===== src/rtl/cfg_port_pkg.sv =====
package cfg_port_pkg;
  localparam int unsigned DW   = 32;
  localparam int unsigned BEW  = DW / 8;
  localparam int unsigned BUSW = 8;
  localparam int unsigned DEVW = 5;
  localparam int unsigned FNW  = 3;
  localparam int unsigned REGW = 6;
  localparam logic [DW-1:0] SEL_MASK = 32'h80FF_FFFC;
  localparam logic [DW-1:0] ALL_ONES = '1;

  typedef enum logic [1:0] {ST_IDLE, ST_WAIT, ST_DONE} st_e;

  typedef struct packed {
    logic            en;
    logic [BUSW-1:0] bus;
    logic [DEVW-1:0] dev;
    logic [FNW-1:0]  fn;
    logic [REGW-1:0] reg_idx;
  } cfg_sel_t;

  function automatic cfg_sel_t decode_sel(logic [DW-1:0] w);
    cfg_sel_t s;
    s.en      = w[31];
    s.bus     = w[23:16];
    s.dev     = w[15:11];
    s.fn      = w[10:8];
    s.reg_idx = w[7:2];
    return s;
  endfunction
endpackage


===== src/rtl/cfg_addr_latch.sv =====
module cfg_addr_latch
  import cfg_port_pkg::*;
(
  input  logic           clk_i,
  input  logic           rst_ni,
  input  logic           wr_i,
  input  logic [BEW-1:0] be_i,
  input  logic [DW-1:0]  wdata_i,
  output logic [DW-1:0]  word_o,
  output cfg_sel_t       sel_o
);
  logic [DW-1:0] word_q, word_d;

  always_comb begin
    word_d = word_q;
    for (int b = 0; b < BEW; b++)
      if (be_i[b]) word_d[b*8 +: 8] = wdata_i[b*8 +: 8];
    word_d = word_d & SEL_MASK;
  end

  always_ff @(posedge clk_i or negedge rst_ni) begin
    if (!rst_ni)   word_q <= '0;
    else if (wr_i) word_q <= word_d;
  end

  assign word_o = word_q;
  assign sel_o  = decode_sel(word_q);

  assert_sel_hold_R1: assert property (@(posedge clk_i) disable iff (!rst_ni)
    !wr_i |=> $stable(word_q));
endmodule


===== src/rtl/cfg_port_fsm.sv =====
module cfg_port_fsm
  import cfg_port_pkg::*;
#(
  parameter int unsigned      IO_AW     = 16,
  parameter logic [IO_AW-1:0] ADDR_PORT = 16'hCF8,
  parameter logic [IO_AW-1:0] DATA_PORT = 16'hCFC
) (
  input  logic             clk_i,
  input  logic             rst_ni,
  input  logic             io_req_i,
  input  logic             io_we_i,
  input  logic [IO_AW-3:0] io_dw_addr_i,
  input  logic [BEW-1:0]   io_be_i,
  input  logic [DW-1:0]    io_wdata_i,
  output logic             io_ready_o,
  output logic [DW-1:0]    io_rdata_o,
  input  cfg_sel_t         sel_i,
  input  logic [DW-1:0]    sel_word_i,
  output logic             sel_wr_o,
  output logic             cfg_req_o,
  output logic             cfg_type1_o,
  output logic [BUSW-1:0]  cfg_bus_o,
  output logic [DEVW-1:0]  cfg_dev_o,
  output logic [FNW-1:0]   cfg_fn_o,
  output logic [REGW-1:0]  cfg_reg_o,
  output logic             cfg_we_o,
  output logic [BEW-1:0]   cfg_be_o,
  output logic [DW-1:0]    cfg_wdata_o,
  input  logic             cfg_rsp_i,
  input  logic             cfg_claimed_i,
  input  logic [DW-1:0]    cfg_rdata_i
);
  st_e state_q;
  logic [DW-1:0] rdata_q;
  logic hit_addr, hit_data;

  assign hit_addr = io_dw_addr_i == ADDR_PORT[IO_AW-1:2];
  assign hit_data = io_dw_addr_i == DATA_PORT[IO_AW-1:2];
  assign sel_wr_o = (state_q == ST_IDLE) && io_req_i && io_we_i && hit_addr;

  always_ff @(posedge clk_i or negedge rst_ni) begin
    if (!rst_ni) begin
      state_q     <= ST_IDLE;
      rdata_q     <= '0;
      cfg_req_o   <= 1'b0;
      cfg_type1_o <= 1'b0;
      cfg_bus_o   <= '0;
      cfg_dev_o   <= '0;
      cfg_fn_o    <= '0;
      cfg_reg_o   <= '0;
      cfg_we_o    <= 1'b0;
      cfg_be_o    <= '0;
      cfg_wdata_o <= '0;
    end else begin
      cfg_req_o <= 1'b0;
      unique case (state_q)
        ST_IDLE: if (io_req_i) begin
          if (hit_data && sel_i.en) begin
            cfg_req_o   <= 1'b1;
            cfg_type1_o <= sel_i.bus != '0;
            cfg_bus_o   <= sel_i.bus;
            cfg_dev_o   <= sel_i.dev;
            cfg_fn_o    <= sel_i.fn;
            cfg_reg_o   <= sel_i.reg_idx;
            cfg_we_o    <= io_we_i;
            cfg_be_o    <= io_be_i;
            cfg_wdata_o <= io_wdata_i;
            state_q     <= ST_WAIT;
          end else begin
            // address port, disabled data port, or unclaimed I/O dword
            rdata_q <= io_we_i ? '0 : (hit_addr ? sel_word_i : ALL_ONES);
            state_q <= ST_DONE;
          end
        end
        ST_WAIT: if (cfg_rsp_i) begin
          rdata_q <= cfg_we_o ? '0 : (cfg_claimed_i ? cfg_rdata_i : ALL_ONES);
          state_q <= ST_DONE;
        end
        ST_DONE: state_q <= ST_IDLE;
        default: state_q <= ST_IDLE;
      endcase
    end
  end

  assign io_ready_o = state_q == ST_DONE;
  assign io_rdata_o = rdata_q;

  assert_req_pulse_R8: assert property (@(posedge clk_i) disable iff (!rst_ni)
    cfg_req_o |=> !cfg_req_o);
  assert_no_early_ready_R8: assert property (@(posedge clk_i) disable iff (!rst_ni)
    (state_q == ST_WAIT && !cfg_rsp_i) |=> !io_ready_o && !cfg_req_o);
  assert_req_enabled_R7: assert property (@(posedge clk_i) disable iff (!rst_ni)
    cfg_req_o |-> sel_i.en);
  assert_fields_held_R3: assert property (@(posedge clk_i) disable iff (!rst_ni)
    (state_q == ST_WAIT && !cfg_rsp_i) |=>
      $stable({cfg_type1_o, cfg_bus_o, cfg_dev_o, cfg_fn_o, cfg_reg_o,
               cfg_we_o, cfg_be_o, cfg_wdata_o}));
  assert_type_sel_R4: assert property (@(posedge clk_i) disable iff (!rst_ni)
    cfg_req_o |-> (cfg_type1_o == (cfg_bus_o != '0)));
  assert_master_abort_R6: assert property (@(posedge clk_i) disable iff (!rst_ni)
    (state_q == ST_WAIT && cfg_rsp_i && !cfg_claimed_i && !cfg_we_o) |=>
      io_ready_o && io_rdata_o == ALL_ONES);
endmodule


===== src/rtl/cfg_port_bridge.sv =====
module cfg_port_bridge
  import cfg_port_pkg::*;
#(
  parameter int unsigned      IO_AW     = 16,
  parameter logic [IO_AW-1:0] ADDR_PORT = 16'hCF8,
  parameter logic [IO_AW-1:0] DATA_PORT = 16'hCFC
) (
  input  logic             clk_i,
  input  logic             rst_ni,
  input  logic             io_req_i,
  input  logic             io_we_i,
  input  logic [IO_AW-3:0] io_dw_addr_i,
  input  logic [3:0]       io_be_i,
  input  logic [31:0]      io_wdata_i,
  output logic             io_ready_o,
  output logic [31:0]      io_rdata_o,
  output logic             cfg_req_o,
  output logic             cfg_type1_o,
  output logic [7:0]       cfg_bus_o,
  output logic [4:0]       cfg_dev_o,
  output logic [2:0]       cfg_fn_o,
  output logic [5:0]       cfg_reg_o,
  output logic             cfg_we_o,
  output logic [3:0]       cfg_be_o,
  output logic [31:0]      cfg_wdata_o,
  input  logic             cfg_rsp_i,
  input  logic             cfg_claimed_i,
  input  logic [31:0]      cfg_rdata_i
);
  cfg_sel_t      sel;
  logic [DW-1:0] sel_word;
  logic          sel_wr;

  cfg_addr_latch u_latch (
    .clk_i   (clk_i),
    .rst_ni  (rst_ni),
    .wr_i    (sel_wr),
    .be_i    (io_be_i),
    .wdata_i (io_wdata_i),
    .word_o  (sel_word),
    .sel_o   (sel)
  );

  cfg_port_fsm #(
    .IO_AW     (IO_AW),
    .ADDR_PORT (ADDR_PORT),
    .DATA_PORT (DATA_PORT)
  ) u_fsm (
    .clk_i         (clk_i),
    .rst_ni        (rst_ni),
    .io_req_i      (io_req_i),
    .io_we_i       (io_we_i),
    .io_dw_addr_i  (io_dw_addr_i),
    .io_be_i       (io_be_i),
    .io_wdata_i    (io_wdata_i),
    .io_ready_o    (io_ready_o),
    .io_rdata_o    (io_rdata_o),
    .sel_i         (sel),
    .sel_word_i    (sel_word),
    .sel_wr_o      (sel_wr),
    .cfg_req_o     (cfg_req_o),
    .cfg_type1_o   (cfg_type1_o),
    .cfg_bus_o     (cfg_bus_o),
    .cfg_dev_o     (cfg_dev_o),
    .cfg_fn_o      (cfg_fn_o),
    .cfg_reg_o     (cfg_reg_o),
    .cfg_we_o      (cfg_we_o),
    .cfg_be_o      (cfg_be_o),
    .cfg_wdata_o   (cfg_wdata_o),
    .cfg_rsp_i     (cfg_rsp_i),
    .cfg_claimed_i (cfg_claimed_i),
    .cfg_rdata_i   (cfg_rdata_i)
  );

  assert_ready_pulse_R8: assert property (@(posedge clk_i) disable iff (!rst_ni)
    io_ready_o |=> !io_ready_o);
endmodule


===== config.mk =====
export PLATFORM = sky130hd
export DESIGN_NAME = cfg_port_bridge
export DESIGN_NICKNAME = d
export VERILOG_FILES = /design/src/rtl/cfg_port_pkg.sv /design/src/rtl/cfg_addr_latch.sv /design/src/rtl/cfg_port_fsm.sv /design/src/rtl/cfg_port_bridge.sv
export SDC_FILE = /design/constraint.sdc
export NUM_CORES = 1
export LEC_CHECK = 0
export BUFFER_PORTS_ARGS = -buffer_cell sky130_fd_sc_hd__buf_2
export CORE_UTILIZATION = 55
export CTS_CLUSTER_DIAMETER = 50
export DETAILED_ROUTE_END_ITERATION = 12
export GPL_ROUTABILITY_DRIVEN = 0
export PLACE_DENSITY = 0.93
export SETUP_SLACK_MARGIN = 0.4
export SYNTH_ARGS = -nofsm -noshare
export SYNTH_HDL_FRONTEND = slang
export SYNTH_SLANG_ARGS = --single-unit
export TNS_END_PERCENT = 50

===== constraint.sdc =====
create_clock -name clk_i -period 3.01 [get_ports clk_i]
set_clock_uncertainty 0.1 [all_clocks]
set_input_delay 0.301 -clock clk_i [delete_from_list [all_inputs] [get_ports clk_i]]
set_output_delay 0.301 -clock clk_i [all_outputs]
set_load 0.01 [all_outputs]

# [Yosys cells after proc, flatten, opt, wreduce, memory -nomap -nowiden]
# Index checks and enable logic that the tools add are counted.
[classes] n_eq_ne=7 n_mux=15 reduce_logical=14
[ops] operator="32-bit two-way mux" count=7
[ops] operator="32-bit one-hot mux with 2 select lines" count=1
[ops] operator="14-bit by 10-bit == test with 1-bit output, second input constant" count=2
[ops] operator="2-bit AND reduction" count=5
[ops] operator="8-bit nonzero test" count=1
[ops] operator="2-bit two-way mux" count=3
[ops] operator="2-bit != test, second input constant" count=3
[ops] operator="1-bit logical AND" count=4
[ops] operator="2-bit one-hot mux with 2 select lines" count=1
[ops] operator="4-bit AND reduction" count=1
[ops] operator="1-bit two-way mux" count=3
[ops] operator="3-bit AND reduction" count=1
[ops] operator="2-bit by 1-bit == test with 1-bit output, second input constant" count=1
[ops] operator="2-bit == test, second input constant" count=1
[ops] operator="2-bit logical NOT" count=1
[ops] operator="2-bit nonzero test" count=1
[totals] register_bits=118 output_inout_bits=94 wordCells=51

# [Longest topological paths before layout]
[logic_depth] ltp_word=6 ltp_mapped=6

# [Modules after synthesis]
# A second synthesis with hierarchy kept.
[hier_totals] hier_cells=462 area_unflattened_um2=5850.6
[by_module_without_submodules] module="cfg_port_fsm" instances=1 cells_each=379 area_per_inst_um2=4752.1
[by_module_without_submodules] module="cfg_addr_latch" instances=1 cells_each=83 area_per_inst_um2=1098.6

# [Worst setup path before layout]
# No wires, ideal clock.
[synth_timing] path_type="reg-to-reg" from="reg u_fsm.state_q[1]" to="reg u_fsm.cfg_be_o[0]" setup_ns=0.125 arrival_ns=1.665 t_required_ns=2.785 setup_slack_ns=1.120 stages_incl_launch_ff=6 cell_sequence="dfrtp_1 > nor4b_4 > and3_1 > buf_6 > buf_12 > mux2_4"
[synth_between] elab_chain_cells=2
[synth_lines] item="start, declared" line_no="cfg_port_fsm.sv:33" source="st_e state_q;"
[synth_lines] item="start signal, assigned" line_no="cfg_port_fsm.sv:43" source="state_q <= ST_IDLE;"
[synth_lines] item="start signal, assigned" line_no="cfg_port_fsm.sv:68" source="state_q <= ST_WAIT;"
[synth_lines] item="start signal, assigned" line_no="cfg_port_fsm.sv:72" source="state_q <= ST_DONE;"
[synth_lines] item="2-bit logical NOT" line_no="cfg_port_fsm.sv:56" source="unique case (state_q)"
[synth_lines] item="3-bit AND reduction (no line)"
[synth_lines] item="end signal, assigned" line_no="cfg_port_fsm.sv:66" source="cfg_be_o <= io_be_i;"
[synth_lines] item="end, declared" line_no="cfg_port_fsm.sv:27" source="output logic [BEW-1:0] cfg_be_o,"
# No other way between the ends.
# A chain may end at the register's enable or synchronous reset.

# [Final worst setup path]
[layout_timing] from="reg u_fsm.state_q[1]" to="reg u_fsm.cfg_wdata_o[27]"
[layout_between] elab_chain_cells=2
[layout_lines] item="2-bit logical NOT" line_no="cfg_port_fsm.sv:56"
[layout_lines] item="3-bit AND reduction (no line)"
[layout_lines] item="end signal, assigned" line_no="cfg_port_fsm.sv:67" source="cfg_wdata_o <= io_wdata_i;"
[layout_lines] item="end, declared" line_no="cfg_port_fsm.sv:28" source="output logic [DW-1:0] cfg_wdata_o,"
# No other way between the ends.

==> impl_metrics.py <==
metrics = {
    "floorplanning": {
        "start_util": 0.577,
        "num_io_pins": 182,
        "die_h_um": 104,
        "core_mm2": 0.00991,
        "rows": 36,
        "dieArea_mm2": 0.0108,
        "die_x_um": 104,
    },
    "synthesis": {
        "syn_inst": 443,
        "synth_area_leader_cell": "dfrtp_1",
        "synth_cell_types": 29,
        "ys_ff_latch": 118,
        "synth-seq-area-share": 0.516,
        "yosys_warnings": 0,
        "synthesis.nets": 531,
        "synthesis.area_per_instance_um2": 12.9,
        "syn-cell-area_mm2": 0.00572,
        "synth_area_leaders": "dfrtp_1 (52%), mux2_4 (15%), mux2i_1 (5.8%)",
        "netlist.area_leader.share": 0.516,
    },
    "worst_setup_path": {
        "cp_max_fo": 24,
        "rrSetupSlack_ns": 0.54,
        "max_stage_delay_ns": 0.60,
        "worstPathRequired_ns": 3.31,
        "reg2regPathDepth": 4,
        "path_class": "register to register",
        "r2r_start": "u_fsm.state_q[1]",
        "critPathArrivalTime_ns": 2.77,
        "critPathCaptureType": "register",
        "crit_chain": "nor4b_4, and3_4, buf_4, mux2_4",
        "critPathLaunchType": "register",
        "r2r_end": "u_fsm.cfg_wdata_o[27]",
        "slowest_stage": "and3_4",
    },
    "timing": {
        "fin_tns_setup_ns": 0,
        "max_slew_margin": 0.459,
        "worst_pin_slew_ns": 0.811,
        "fmax_mhz": 405,
        "rsz0062_at_grt": "no",
        "final-setup-viol-count": 0,
        "fin_ws_ns": 0.541,
        "post-route-min-period_ns": 2.47,
        "finalHoldViolCount": 0,
        "slew_viol_final": 0,
        "holdWs_ns": 0.104,
        "final.period_utilization": 0.820,
    },
    "worst_hold_path": {
        "min_path_type": "input port to register",
        "holdPathEnd": "u_fsm.io_rdata_o[24]",
        "hold_depth": 5,
        "min-delay-start": "cfg_rdata_i[24]",
    },
    "routing": {
        "drt_iter0_markers": 293,
        "ant_nets": 0,
        "wl_per_cell_um": 20.2,
        "vias_per_cell": 5.44,
        "wirelength_um": 16300,
        "drcViolationCount": 0,
        "firstDrtPassIters": 6,
        "vias": 4394,
    },
    "place": {
        "place_hpwl_um": 10500,
        "port_buffers": 181,
        "place_inst": 738,
        "pre_cts_ws_ns": 0.502,
    },
    "status": {
        "run_status": "completed",
    },
    "final_layout": {
        "layoutNonFillerInstCount": 808,
        "final_nets": 750,
        "layout-drive-gt1-share": 0.467,
        "area_delta_synth_final_pct": 32.6,
        "layout_commonest_cell": "buf_2",
        "most-common-layout-cells": "buf_2 (180), dfrtp_1 (118), inv_1 (65)",
    },
    "cts": {
        "clockBufferDepth": 2,
        "cts_root_buf": "clkbuf_8",
        "cts_buffers": 17,
        "clk-insertion-delay-late_ns": 0.52,
        "path_clk_slew_ns": 0.06,
        "cts_setup_buffers": 0,
        "cts.sinks": 118,
        "htree_levels": 4,
        "cts_tree": "yes",
    },
    "pwr": {
        "leakage_nw": 4.02,
        "ir_drop_mv": 0.342,
        "power_density_mw_per_mm2": 517,
    },
    "global_routing": {
        "grt_max_degree": 63,
        "grt_overflow": 0,
        "grt_use_total": 0.315,
        "antenna_found_initial": 1,
        "grt_pass1_wl_um": 25800,
        "grt_pass1_vias": 4660,
    },
    "run": {
        "cap_viol_max_count": 0,
    },
}
## state kept, by name (all words and copies together) (netlist names)
signal,flops
u_fsm.cfg_req_o,1
u_fsm.io_rdata_o,32
u_fsm.state_q,2
u_fsm.cfg_we_o,1
u_fsm.cfg_bus_o,8
u_latch.word_o,23
u_fsm.cfg_dev_o,5
u_fsm.cfg_be_o,4
u_fsm.cfg_type1_o,1
u_fsm.cfg_fn_o,3
u_fsm.cfg_reg_o,6
u_fsm.cfg_wdata_o,32
## logic make-up after synthesis
logic type / after synthesis / synth area share
mux: 116 / 0.260
compound gates: 66 / 0.0770
simple gates: 48 / 0.0611
buf+inv: 95 / 0.0856
flops: 118 / 0.516
## cells in the mapped netlist, drive strengths merged
| library cell | n |
|---|---|
| dfrtp | 118 |
| mux2 | 83 |
| inv | 65 |
| a21oi | 41 |
| mux2i | 33 |
| nor2b | 26 |
| o32ai | 23 |
| clkbuf | 16 |
| buf | 14 |
| nand3 | 4 |
| and3 | 3 |
| nor2 | 3 |
| and4bb | 2 |
| nor4 | 2 |
| a21o | 1 |
| a311oi | 1 |
| and2 | 1 |
| and4 | 1 |
| and4b | 1 |
| nand2 | 1 |
| nand3b | 1 |
| nand4 | 1 |
| nor4b | 1 |
| or3b | 1 |
## through the flow
stage          cell area [um2]   util  total power, mW
2_1_floorplan             5720      -             1.88
3_3_place_gp              6670  0.673             2.06
3_5_place_dp              6670  0.673             2.08
4_1_cts                   7580  0.765             3.91
5_1_grt                   7580  0.765             4.05
6_report                  7580  0.765             3.92
## final cells by class
type	instances	area [um2]
flip-flops and latches	118	2950
fillers	639	2330
multi-input cells	230	2290
repair buffers	230	1400
clock buffers	22	453
inverters	65	244
well taps	133	166
clock inverters	9	78.8
diodes	1	2.50
## per-layer routing
| metal | vias to the layer above | global-route usage | routed length [um] |
|---|---|---|---|
| li1 | 1966 | - | - |
| met1 | 2156 | 0.386 | 6290 |
| met2 | 228 | 0.528 | 8470 |
| met3 | 44 | 0.0683 | 1010 |
| met4 | 0 | 0.156 | 514 |
| met5 | - | 0 | 0 |
## how the worst max path moves through the flow
stage                     start               endpoint  slack (ns)  cells after the start
2_1_floorplan  u_fsm.state_q[1]      u_fsm.cfg_be_o[0]        1.12                      5
3_3_place_gp   io_dw_addr_i[11]  u_fsm.cfg_wdata_o[25]        0.63                      6
3_5_place_dp   io_dw_addr_i[11]  u_fsm.cfg_wdata_o[29]        0.50                      6
4_1_cts        u_fsm.state_q[1]  u_fsm.cfg_wdata_o[29]        0.56                      4
5_1_grt        u_fsm.state_q[1]  u_fsm.cfg_wdata_o[27]        0.50                      4
6_report       u_fsm.state_q[1]  u_fsm.cfg_wdata_o[27]        0.54                      4
## worst max-delay path, delay by kind of cell, from the launching register on
family                 cells  cell delay, ns
DFF                        1            0.47
and+or+nand+nor            2            1.11
muxes                      1            0.34
buffers and inverters      1            0.33
## where the power goes
group          switching, mW  total [mW]  internal (mW)
combinational          0.213       0.402          0.188
sequential            0.0402        1.69           1.65
clock                  0.701        1.83           1.13
total                  0.954        3.92           2.97
## timing repair
action | 4_1_cts | 5_1_grt
hold buffers | 38 | 0
hold endpoints to repair | 121 | 0
resized for setup | 0 | 0
No activity file was read; power rests on OpenSTA's default activity.
